File: src/rtl/dma_chan_pkg.sv
// Shared types for the DMA channel controller.
package dma_chan_pkg;
    typedef enum logic [1:0] {
        MODE_DEMAND = 2'b00,
        MODE_SINGLE = 2'b01,
        MODE_BLOCK  = 2'b10,
        MODE_BLOCK2 = 2'b11
    } xfer_mode_e;
endpackage

File: src/rtl/dma_step_reg.sv
// Base/current register pair with a one-step counter.
// Assumes at most one of wr_i, reload_i, step_i matters per cycle;
// priority is write, then reload, then step.
module dma_step_reg #(
    parameter int W = 16
) (
    input  logic         clk,
    input  logic         rst_n,
    input  logic         wr_i,
    input  logic [W-1:0] wr_data_i,
    input  logic         reload_i,
    input  logic         step_i,
    input  logic         down_i,
    output logic [W-1:0] cur_o
);
    localparam logic [W-1:0] ONE = W'(1);

    logic [W-1:0] base_q;
    logic [W-1:0] cur_q;

    // Base copy changes only on a software write.
    always_ff @(posedge clk) begin
        if (!rst_n)    base_q <= '0;
        else if (wr_i) base_q <= wr_data_i;
    end

    // Current copy: write, reload from base, or step by one.
    always_ff @(posedge clk) begin
        if (!rst_n)        cur_q <= '0;
        else if (wr_i)     cur_q <= wr_data_i;
        else if (reload_i) cur_q <= base_q;
        else if (step_i)   cur_q <= down_i ? cur_q - ONE : cur_q + ONE;
    end

    assign cur_o = cur_q;

    a_r1_write_both: assert property (@(posedge clk) disable iff (!rst_n)
        wr_i |=> cur_o == $past(wr_data_i));
    a_r2_step_one: assert property (@(posedge clk) disable iff (!rst_n)
        (step_i && !wr_i && !reload_i) |=>
        cur_o == ($past(down_i) ? $past(cur_o) - ONE : $past(cur_o) + ONE));
    a_r4_reload_base: assert property (@(posedge clk) disable iff (!rst_n)
        (reload_i && !wr_i) |=> cur_o == $past(base_q));
endmodule

File: src/rtl/dma_svc_ctl.sv
// Service policy for one channel: start, continue or release under
// demand, single or block mode; terminal count, end of process,
// reload request and channel mask. Assumes cnt_zero_i reflects the
// current count in the same cycle.
module dma_svc_ctl
    import dma_chan_pkg::*;
(
    input  logic       clk,
    input  logic       rst_n,
    input  xfer_mode_e mode_i,
    input  logic       autoinit_i,
    input  logic       dreq_i,
    input  logic       xfer_i,
    input  logic       eop_ext_i,
    input  logic       cnt_zero_i,
    input  logic       mask_set_i,
    input  logic       mask_clr_i,
    input  logic       tc_clr_i,
    output logic       active_o,
    output logic       step_o,
    output logic       reload_o,
    output logic       tc_o,
    output logic       eop_o,
    output logic       mask_o
);
    logic active_q, tc_q, eop_q, mask_q;
    logic tc_hit, eop_evt, svc_end, start;
    logic is_single, is_demand;

    // Decode the policy and the end-of-service conditions.
    always_comb begin
        is_single = (mode_i == MODE_SINGLE);
        is_demand = (mode_i == MODE_DEMAND);
        step_o    = active_q & xfer_i;
        tc_hit    = step_o & cnt_zero_i;
        eop_evt   = tc_hit | (active_q & eop_ext_i);
        svc_end   = eop_evt | (step_o & is_single)
                  | (active_q & is_demand & ~dreq_i);
        reload_o  = eop_evt & autoinit_i;
        start     = ~active_q & dreq_i & ~mask_q;
    end

    // Service ownership flag.
    always_ff @(posedge clk) begin
        if (!rst_n) active_q <= 1'b0;
        else        active_q <= start | (active_q & ~svc_end);
    end

    // Sticky terminal-count status; set beats clear.
    always_ff @(posedge clk) begin
        if (!rst_n) tc_q <= 1'b0;
        else        tc_q <= tc_hit | (tc_q & ~tc_clr_i);
    end

    // One-cycle end-of-process pulse.
    always_ff @(posedge clk) begin
        if (!rst_n) eop_q <= 1'b0;
        else        eop_q <= eop_evt;
    end

    // Channel mask: set by software or by a non-reloading end of process.
    always_ff @(posedge clk) begin
        if (!rst_n) mask_q <= 1'b1;
        else        mask_q <= (eop_evt & ~autoinit_i) | mask_set_i
                            | (mask_q & ~mask_clr_i);
    end

    assign active_o = active_q;
    assign tc_o     = tc_q;
    assign eop_o    = eop_q;
    assign mask_o   = mask_q;

    a_r3_tc_on_wrap: assert property (@(posedge clk) disable iff (!rst_n)
        (active_o && xfer_i && cnt_zero_i) |=> (tc_o && eop_o));
    a_r4_mask_on_eop: assert property (@(posedge clk) disable iff (!rst_n)
        (active_o && eop_ext_i && !autoinit_i) |=> mask_o);
    a_r5_single_once: assert property (@(posedge clk) disable iff (!rst_n)
        (active_o && xfer_i && mode_i == MODE_SINGLE) |=> !active_o);
    a_r6_block_holds: assert property (@(posedge clk) disable iff (!rst_n)
        (active_o && mode_i == MODE_BLOCK && !xfer_i && !eop_ext_i)
        |=> active_o);
    a_r7_demand_pause: assert property (@(posedge clk) disable iff (!rst_n)
        (active_o && mode_i == MODE_DEMAND && !dreq_i) |=> !active_o);
    a_r8_eop_one_cycle: assert property (@(posedge clk) disable iff (!rst_n)
        eop_o |=> !eop_o);
    a_r9_masked_stays_idle: assert property (@(posedge clk) disable iff (!rst_n)
        (!active_o && mask_o) |=> !active_o);
    a_r10_idle_no_eop: assert property (@(posedge clk) disable iff (!rst_n)
        !active_o |=> !eop_o);
endmodule

File: src/rtl/dma_chan_ctl.sv
// Top of one DMA channel: two stepping register pairs (address and
// word count) and the service policy. Assumes xfer_i pulses once per
// completed bus transfer and only while the channel owns the bus.
module dma_chan_ctl
    import dma_chan_pkg::*;
#(
    parameter int W = 16
) (
    input  logic         clk,
    input  logic         rst_n,
    input  logic         prog_we_i,
    input  logic         prog_sel_i,
    input  logic [W-1:0] prog_data_i,
    input  logic [1:0]   mode_i,
    input  logic         dir_down_i,
    input  logic         autoinit_i,
    input  logic         mask_set_i,
    input  logic         mask_clr_i,
    input  logic         tc_clr_i,
    input  logic         dreq_i,
    input  logic         xfer_i,
    input  logic         eop_ext_i,
    output logic [W-1:0] cur_addr_o,
    output logic [W-1:0] cur_count_o,
    output logic         active_o,
    output logic         tc_o,
    output logic         eop_o,
    output logic         mask_o
);
    localparam int NREG    = 2;
    localparam int IDX_ADR = 0;
    localparam int IDX_CNT = 1;

    logic [W-1:0] cur_v [NREG];
    logic         step, reload;
    xfer_mode_e   mode;

    assign mode = xfer_mode_e'(mode_i);

    // One register pair per index; only the address honours direction.
    for (genvar g = 0; g < NREG; g++) begin : g_reg
        logic down;
        if (g == IDX_ADR) begin : g_adr
            assign down = dir_down_i;
        end else begin : g_cnt
            assign down = 1'b1;
        end
        dma_step_reg #(.W(W)) reg_i (
            .clk       (clk),
            .rst_n     (rst_n),
            .wr_i      (prog_we_i && (prog_sel_i == (g == IDX_CNT))),
            .wr_data_i (prog_data_i),
            .reload_i  (reload),
            .step_i    (step),
            .down_i    (down),
            .cur_o     (cur_v[g])
        );
    end

    dma_svc_ctl svc_i (
        .clk        (clk),
        .rst_n      (rst_n),
        .mode_i     (mode),
        .autoinit_i (autoinit_i),
        .dreq_i     (dreq_i),
        .xfer_i     (xfer_i),
        .eop_ext_i  (eop_ext_i),
        .cnt_zero_i (cur_v[IDX_CNT] == '0),
        .mask_set_i (mask_set_i),
        .mask_clr_i (mask_clr_i),
        .tc_clr_i   (tc_clr_i),
        .active_o   (active_o),
        .step_o     (step),
        .reload_o   (reload),
        .tc_o       (tc_o),
        .eop_o      (eop_o),
        .mask_o     (mask_o)
    );

    assign cur_addr_o  = cur_v[IDX_ADR];
    assign cur_count_o = cur_v[IDX_CNT];
endmodule

File: config.mk
export PLATFORM = sky130hd
export DESIGN_NAME = dma_chan_ctl
export DESIGN_NICKNAME = d
export VERILOG_FILES = /design/src/rtl/dma_chan_pkg.sv /design/src/rtl/dma_step_reg.sv /design/src/rtl/dma_svc_ctl.sv /design/src/rtl/dma_chan_ctl.sv
export SDC_FILE = /design/constraint.sdc
export NUM_CORES = 1
export LEC_CHECK = 0
export ABC_CLOCK_PERIOD_IN_PS = 2950
export BUFFER_PORTS_ARGS = -buffer_cell sky130_fd_sc_hd__buf_2
export CAP_MARGIN = 40
export CELL_PAD_IN_SITES_DETAIL_PLACEMENT = 0
export CELL_PAD_IN_SITES_GLOBAL_PLACEMENT = 1
export CORE_MARGIN = 5
export CORE_UTILIZATION = 42
export DETAILED_ROUTE_END_ITERATION = 10
export PLACE_DENSITY_LB_ADDON = 0.1
export SLEW_MARGIN = 20
export SYNTH_ARGS = -nofsm -noshare
export SYNTH_HDL_FRONTEND = slang
export SYNTH_SLANG_ARGS = --single-unit
File: constraint.sdc
create_clock -name clk -period 2.95 [get_ports clk]
set_input_delay 0.4425 -clock clk [delete_from_list [all_inputs] [get_ports clk]]
set_output_delay 0.4425 -clock clk [all_outputs]
set_load 0.02 [all_outputs]
* Yosys cells after proc, flatten, opt, wreduce, memory -nomap -nowiden
Cells that the tools add are included.
** Storage, ports and cells
- Flip-flop bits (word level) :: 68
- Bits of input ports :: 30
** Cells by class
- Add/sub/neg operators :: 3
- Equality and inequality tests :: 1
- Multiplexer cells :: 7
- Bitwise operators :: 28
- Reductions and logical operators :: 6
** Operators by type and width (number)
- two-way mux 16 bit :: 7
- subtractor 16 x 1 -> 16 bit (second input constant) :: 2
- adder 16 x 1 -> 16 bit (second input constant) :: 1
- logical NOT 16 bit :: 1
- AND 1 bit :: 13
- NOT 1 bit :: 8
- bitwise OR 1 bit :: 7
- nonzero test 3 bit :: 2
- equality test 2 x 1 -> 1 bit (second input constant) :: 1
- logical AND 1 bit :: 2
- logical NOT 2 bit :: 1

* Logic depth before layout (Yosys ltp)
- Depth in word-level cells :: 8
- Depth in mapped cells :: 10

* Cells and area by module
A second synthesis with hierarchy kept.
** Unflattened totals
- Cell total of the unflattened synthesis :: 625
- Area total of the unflattened synthesis :: 4853.4 um2
** Modules (own cells, without submodules)
- dma_step_reg at g_reg[1].reg_i :: times used 1, cells an instance 312, area each 2344.7 um2, seq. area each 640.6 um2
- dma_step_reg at g_reg[0].reg_i :: times used 1, cells an instance 284, area each 2272.2 um2, seq. area each 640.6 um2
- dma_svc_ctl :: times used 1, cells an instance 21, area each 186.4 um2, seq. area each 80.1 um2
- dma_chan_ctl :: times used 1, cells an instance 8, area each 50.0 um2, seq. area each 0.0 um2

* Least setup slack after synthesis
Ideal clock, no wire load.
- Path type :: input port to flip-flop
- Start :: in dir_down_i
- End :: reg g_reg[0].reg_i.cur_q[14]
- Library setup time :: 0.125 ns
- Arrival time :: 2.103 ns
- Data required time :: 2.825 ns
- Path slack :: 0.722 ns
- Stages :: 7
- Path buffers :: 0
- Cells stage by stage :: fa_1 > a21o_1 > a221oi_1 > a211oi_1 > o2111ai_1 > and3b_1 > o31ai_1
** Between the ends
- Longest elaborated chain between the ends :: 4
** RTL lines
- from (decl) :: RTL line dma_chan_ctl.sv:15 : input logic dir_down_i,
- two-way mux 16 bit (2 in series) :: RTL line dma_step_reg.sv:32 : else if (step_i) cur_q <= down_i ? cur_q - ONE : cur_q + ONE;
- two-way mux 16 bit :: RTL line dma_step_reg.sv:31 : else if (reload_i) cur_q <= base_q;
- two-way mux 16 bit :: RTL line dma_step_reg.sv:30 : else if (wr_i) cur_q <= wr_data_i;
- to (signal assigned) :: RTL line dma_step_reg.sv:30
- to (signal assigned) :: RTL line dma_step_reg.sv:31
- to (signal assigned) :: RTL line dma_step_reg.sv:32
- to (decl) :: RTL line dma_step_reg.sv:19 : logic [W-1:0] cur_q;
Every way passes these cells. The select of a mux whose other input is x is not followed.
A chain may end at the register's enable or synchronous reset.

* Worst setup path in the final report
- Start :: reg g_reg[1].reg_i.cur_q[7]
- End :: reg g_reg[0].reg_i.cur_q[12]
** Between the ends
- Longest elaborated chain between the ends :: 6
** RTL lines
- from (decl) :: RTL line dma_step_reg.sv:19
- from (signal assigned) :: RTL line dma_step_reg.sv:30
- from (signal assigned) :: RTL line dma_step_reg.sv:31
- from (signal assigned) :: RTL line dma_step_reg.sv:32
- logical NOT 16 bit (*) :: RTL line dma_chan_ctl.sv:68 : .cnt_zero_i (cur_v[IDX_CNT] == '0),
- AND 1 bit (*) :: RTL line dma_svc_ctl.sv:35 : tc_hit = step_o & cnt_zero_i;
- bitwise OR 1 bit (*) :: RTL line dma_svc_ctl.sv:36 : eop_evt = tc_hit | (active_q & eop_ext_i);
- AND 1 bit (*) :: RTL line dma_svc_ctl.sv:39 : reload_o = eop_evt & autoinit_i;
- two-way mux 16 bit :: RTL line dma_step_reg.sv:31
- two-way mux 16 bit :: RTL line dma_step_reg.sv:30
Mark *: on every way between the ends. The rest lies on a longest branch, timed or not.

==> summary.md <==
| Metric | Value |
|---|---|
| Clock sink total | around 70 |
| Routed vias | 3840 |
| Nets | 600 |
| Async S/R FF share, synth | 0% |
| H-tree levels | 3 |
| Final setup vio count | 0 |
| EDFF count, synth | 0 |
| Final Hold Viols | 0 |
| Seq pwr share | 41.1% |
| First-pass GRT wire length | 18.3 mm |
| FF-to-FF Start | g_reg[1].reg_i.cur_o[7] |
| Clock slew at reported path FFs | 0.08 ns |
| Initial antenna violation count | 0 |
| Wire length per cell | approximately 17 um |
| DR pass1 iterations | 5 |
| Drt initial violations | ~190 |
| Static leakage | 1.95 nW |
| Starting density of the core | 43.2% |
| Combinational power share | between 20% and 30% |
| Post-CTS repair timing setup buffer count | 0 |
| Setup_tns | 0 ns |
| Layout cells sized above 1 | around a fifth |
| Yosys warning total | 0 |
| Post-route DRC | 0 |
| Synth cell types | 57 |
| Gate count of the mapped netlist | ~500 |
| Multi-input logic area | between 2000 and 2500 um2 |
| Worst Path Max Fanout | 11 |
| Core area | about 9300 um2 |
| Die area | 11600 um2 |
| Gr usage total | 19.8% |
| HP Class | primary input to register |
| Routed wire length | between 10 and 15 mm |
| Outcome | finished clean |
| Largest net degree at the start of global routing | 36 |
| Worst Setup Path Type | register to register |
| Worst-margin pin slew | 0.758 ns |
| Placer Congestion | 0.888 |
| HP Start | mask_set_i |
| Vias per inst | 5.59 |
| I/O pin count | 66 |
| N_diodes | 0 |
| Worst setup EP type | register |
| Clock Skews | around 0.011 ns |
| Sw Pwr | between 0.7 and 0.8 mW |
| Die Width | ~110 um |
| Worst skew pair latency | about 0.34 ns |
| Root buffer cell | clkbuf_8 |
| I/O Buffers | 65 |
| Residual overflow from global routing | 0 |
| Num rows | 35 |
| Pwr Density | between 500 and 600 nW/um2 |
| Unrepaired setup endpoints after global routing | false |
| Area Growth Syn to Fin | 17.1% |
| Avg Synthesized Cell Area | 8.14 um2 |
| Syn_nets | roughly 540 |
| FF+latch count, synth | 68 |
| VDD IR-drop max | ~0.25 mV |
| Clk pwr share | 37.1% |
| Maximum clock insertion buffer count | 2 |
| Max-slew headroom | approximately 49% |
| Fmax | 439 MHz |
| Num CTS Buffers | 9 |
| Gates resized, CTS repair | 0 |
| Max-slew violations | 0 |
| Period utilization | approximately 77% |
| # fillers | around 1000 |
| Required time of the worst setup path | around 3.2 ns |
| Register area | 1360 um2 |
| Max-cap viol count | 0 |
| Internal power | 1.75 mW |
| Dpl hpwl | around 8.4 mm |
| Post-Synthesis Cell Area | around 4000 um2 |
| Period minus WS final | 2.28 ns |
| Final Worst Setup Slack | just under 0.7 ns |
| Antenna Violating Nets Remaining | 0 |
| Die span in y | approximately 110 um |
| Vias in the first global route | ~3.6k |
| WP data arrival | about 2.6 ns |
| CP Launch Point | g_reg[1].reg_i.cur_o[7] |
| Flop-to-flop setup slack | between 0.6 and 0.7 ns |
| Top FF cell, synth | dfxtp_1 |
| DP Worst Slack | between 0.4 and 0.5 ns |
| CP startpoint kind | register |
| Hold buffer count at cts | 0 |
| Tightest hold margin | 0.300 ns |
| Sw Share | 29.5% |
| Seq/Total Area, Yosys | approximately 34% |
| CTS tree | yes |
==> routing by layer <==
metal	vias to the layer above	global-route usage [%]	part of all wire (%)
li1	1922	-	-
met2	84	32.9	48
met3	4	4.50	4.7
met5	-	0	0
met1	1830	26.4	46
met4	0	3.61	0.47
==> cells in the mapped netlist, types with 7 or more instances <==
cell type / n / share of area, %
a211oi_1: 10 / 1.9
a21boi_0: 37 / 6.9
a21o_1: 8 / 1.5
a21oi_1: 21 / 2.6
a221oi_1: 8 / 1.7
and2_1: 7 / 1.1
clkbuf_1: 24 / 2.2
dfxtp_1: 68 / 34
ha_1: 16 / 5.0
nand2_1: 83 / 7.8
nand3_1: 13 / 1.6
nor2_1: 35 / 3.3
nor3_1: 15 / 1.9
o211ai_1: 8 / 1.5
o21ai_0: 31 / 3.9
xnor2_1: 10 / 2.2
xor2_1: 14 / 3.1
==> power by group through the flow <==
stage          registers (mW)  logic [mW]  clock network, mW
2_1_floorplan            1.07       0.351                  0
3_3_place_gp             1.04       0.537                  0
3_5_place_dp             1.04       0.542                  0
4_1_cts                  1.02       0.545              0.938
5_1_grt                  1.03       0.602              0.986
6_report                 1.02       0.542              0.922
==> stage by stage <==
step / power (mW) / cell area, um2 / util (%) / cells
after floorplan: 1.42 / 4010 / - / 492
after global placement: 1.58 / 4460 / 48.0 / 671
after detailed placement: 1.58 / 4460 / 48.0 / 671
after CTS: 2.50 / 4690 / 50.6 / 687
after global routing: 2.62 / 4690 / 50.6 / 687
final: 2.49 / 4690 / 50.6 / 687
==> state kept, by name, summed over array words and instances, names as in the netlist <==
name and count:
svc_i.eop_o 1, g.reg_i.base_q 32, svc_i.mask_o 1, svc_i.tc_o 1
svc_i.active_o 1, g.reg_i.cur_o 32
==> placed cells by master, fill, tap and decap left out, types with 4 or more instances in the layout <==
| master | Yosys | routed |
|---|---|---|
| ha_1 | 16 | 16 |
| o41ai_2 | 4 | 4 |
| o211ai_1 | 8 | 8 |
| nand3_1 | 13 | 13 |
| nand4_1 | 4 | 4 |
| a21boi_0 | 37 | 37 |
| and2_1 | 7 | 7 |
| buf_2 | 1 | 65 |
| xor2_1 | 14 | 14 |
| clkbuf_8 | 0 | 9 |
| dfxtp_1 | 68 | 68 |
| o22ai_1 | 6 | 6 |
| xnor2_1 | 10 | 10 |
| a221oi_1 | 8 | 8 |
| o21ai_0 | 31 | 31 |
| nor3_1 | 15 | 15 |
| buf_4 | 0 | 14 |
| nand2_1 | 83 | 83 |
| nor2b_1 | 6 | 5 |
| a21o_1 | 8 | 8 |
| o21a_1 | 5 | 5 |
| a211oi_1 | 10 | 10 |
| a21oi_1 | 21 | 21 |
| inv_1 | 4 | 4 |
| nor2_1 | 35 | 35 |
| o31ai_1 | 6 | 6 |
==> critical path, stage by stage (launching register included) <==
cell and delay, ns:
dfxtp_1 0.40, nor4_4 0.46, nand4_4 0.19, o21ai_2 0.44, buf_4 0.28, a22oi_1 0.10
o21ai_0 0.20, o2bb2ai_1 0.13
==> final cells by class <==
class	count	share of cell area (%)
Inverter	4	0.320
Clock inverter	4	2.08
Tap cell	129	3.44
Clock buffer	12	2.88
Timing Repair Buffer	79	9.17
Sequential cell	68	29.0
Multi-Input combinational cell	391	53.1
==> final timing paths <==
path,endpoint,cells after the start
worst max-delay path,g_reg[0].reg_i.cur_o[12],7
worst min-delay path,svc_i.mask_o,3
worst max register to register,g_reg[0].reg_i.cur_o[12],7
worst min register to register,g_reg[0].reg_i.base_q[5],2
==> cells by family after synthesis <==
group                      synth area share (%)
muxes                                     0.750
AOI/OAI and AO/OA                          29.7
buffers and inverters                      3.87
DFF                                        34.0
adders and majority gates                  5.50
and+or+nand+nor                            20.9
xor gates and xnor gates                   5.25
No activity file was read; power rests on OpenSTA's default activity.
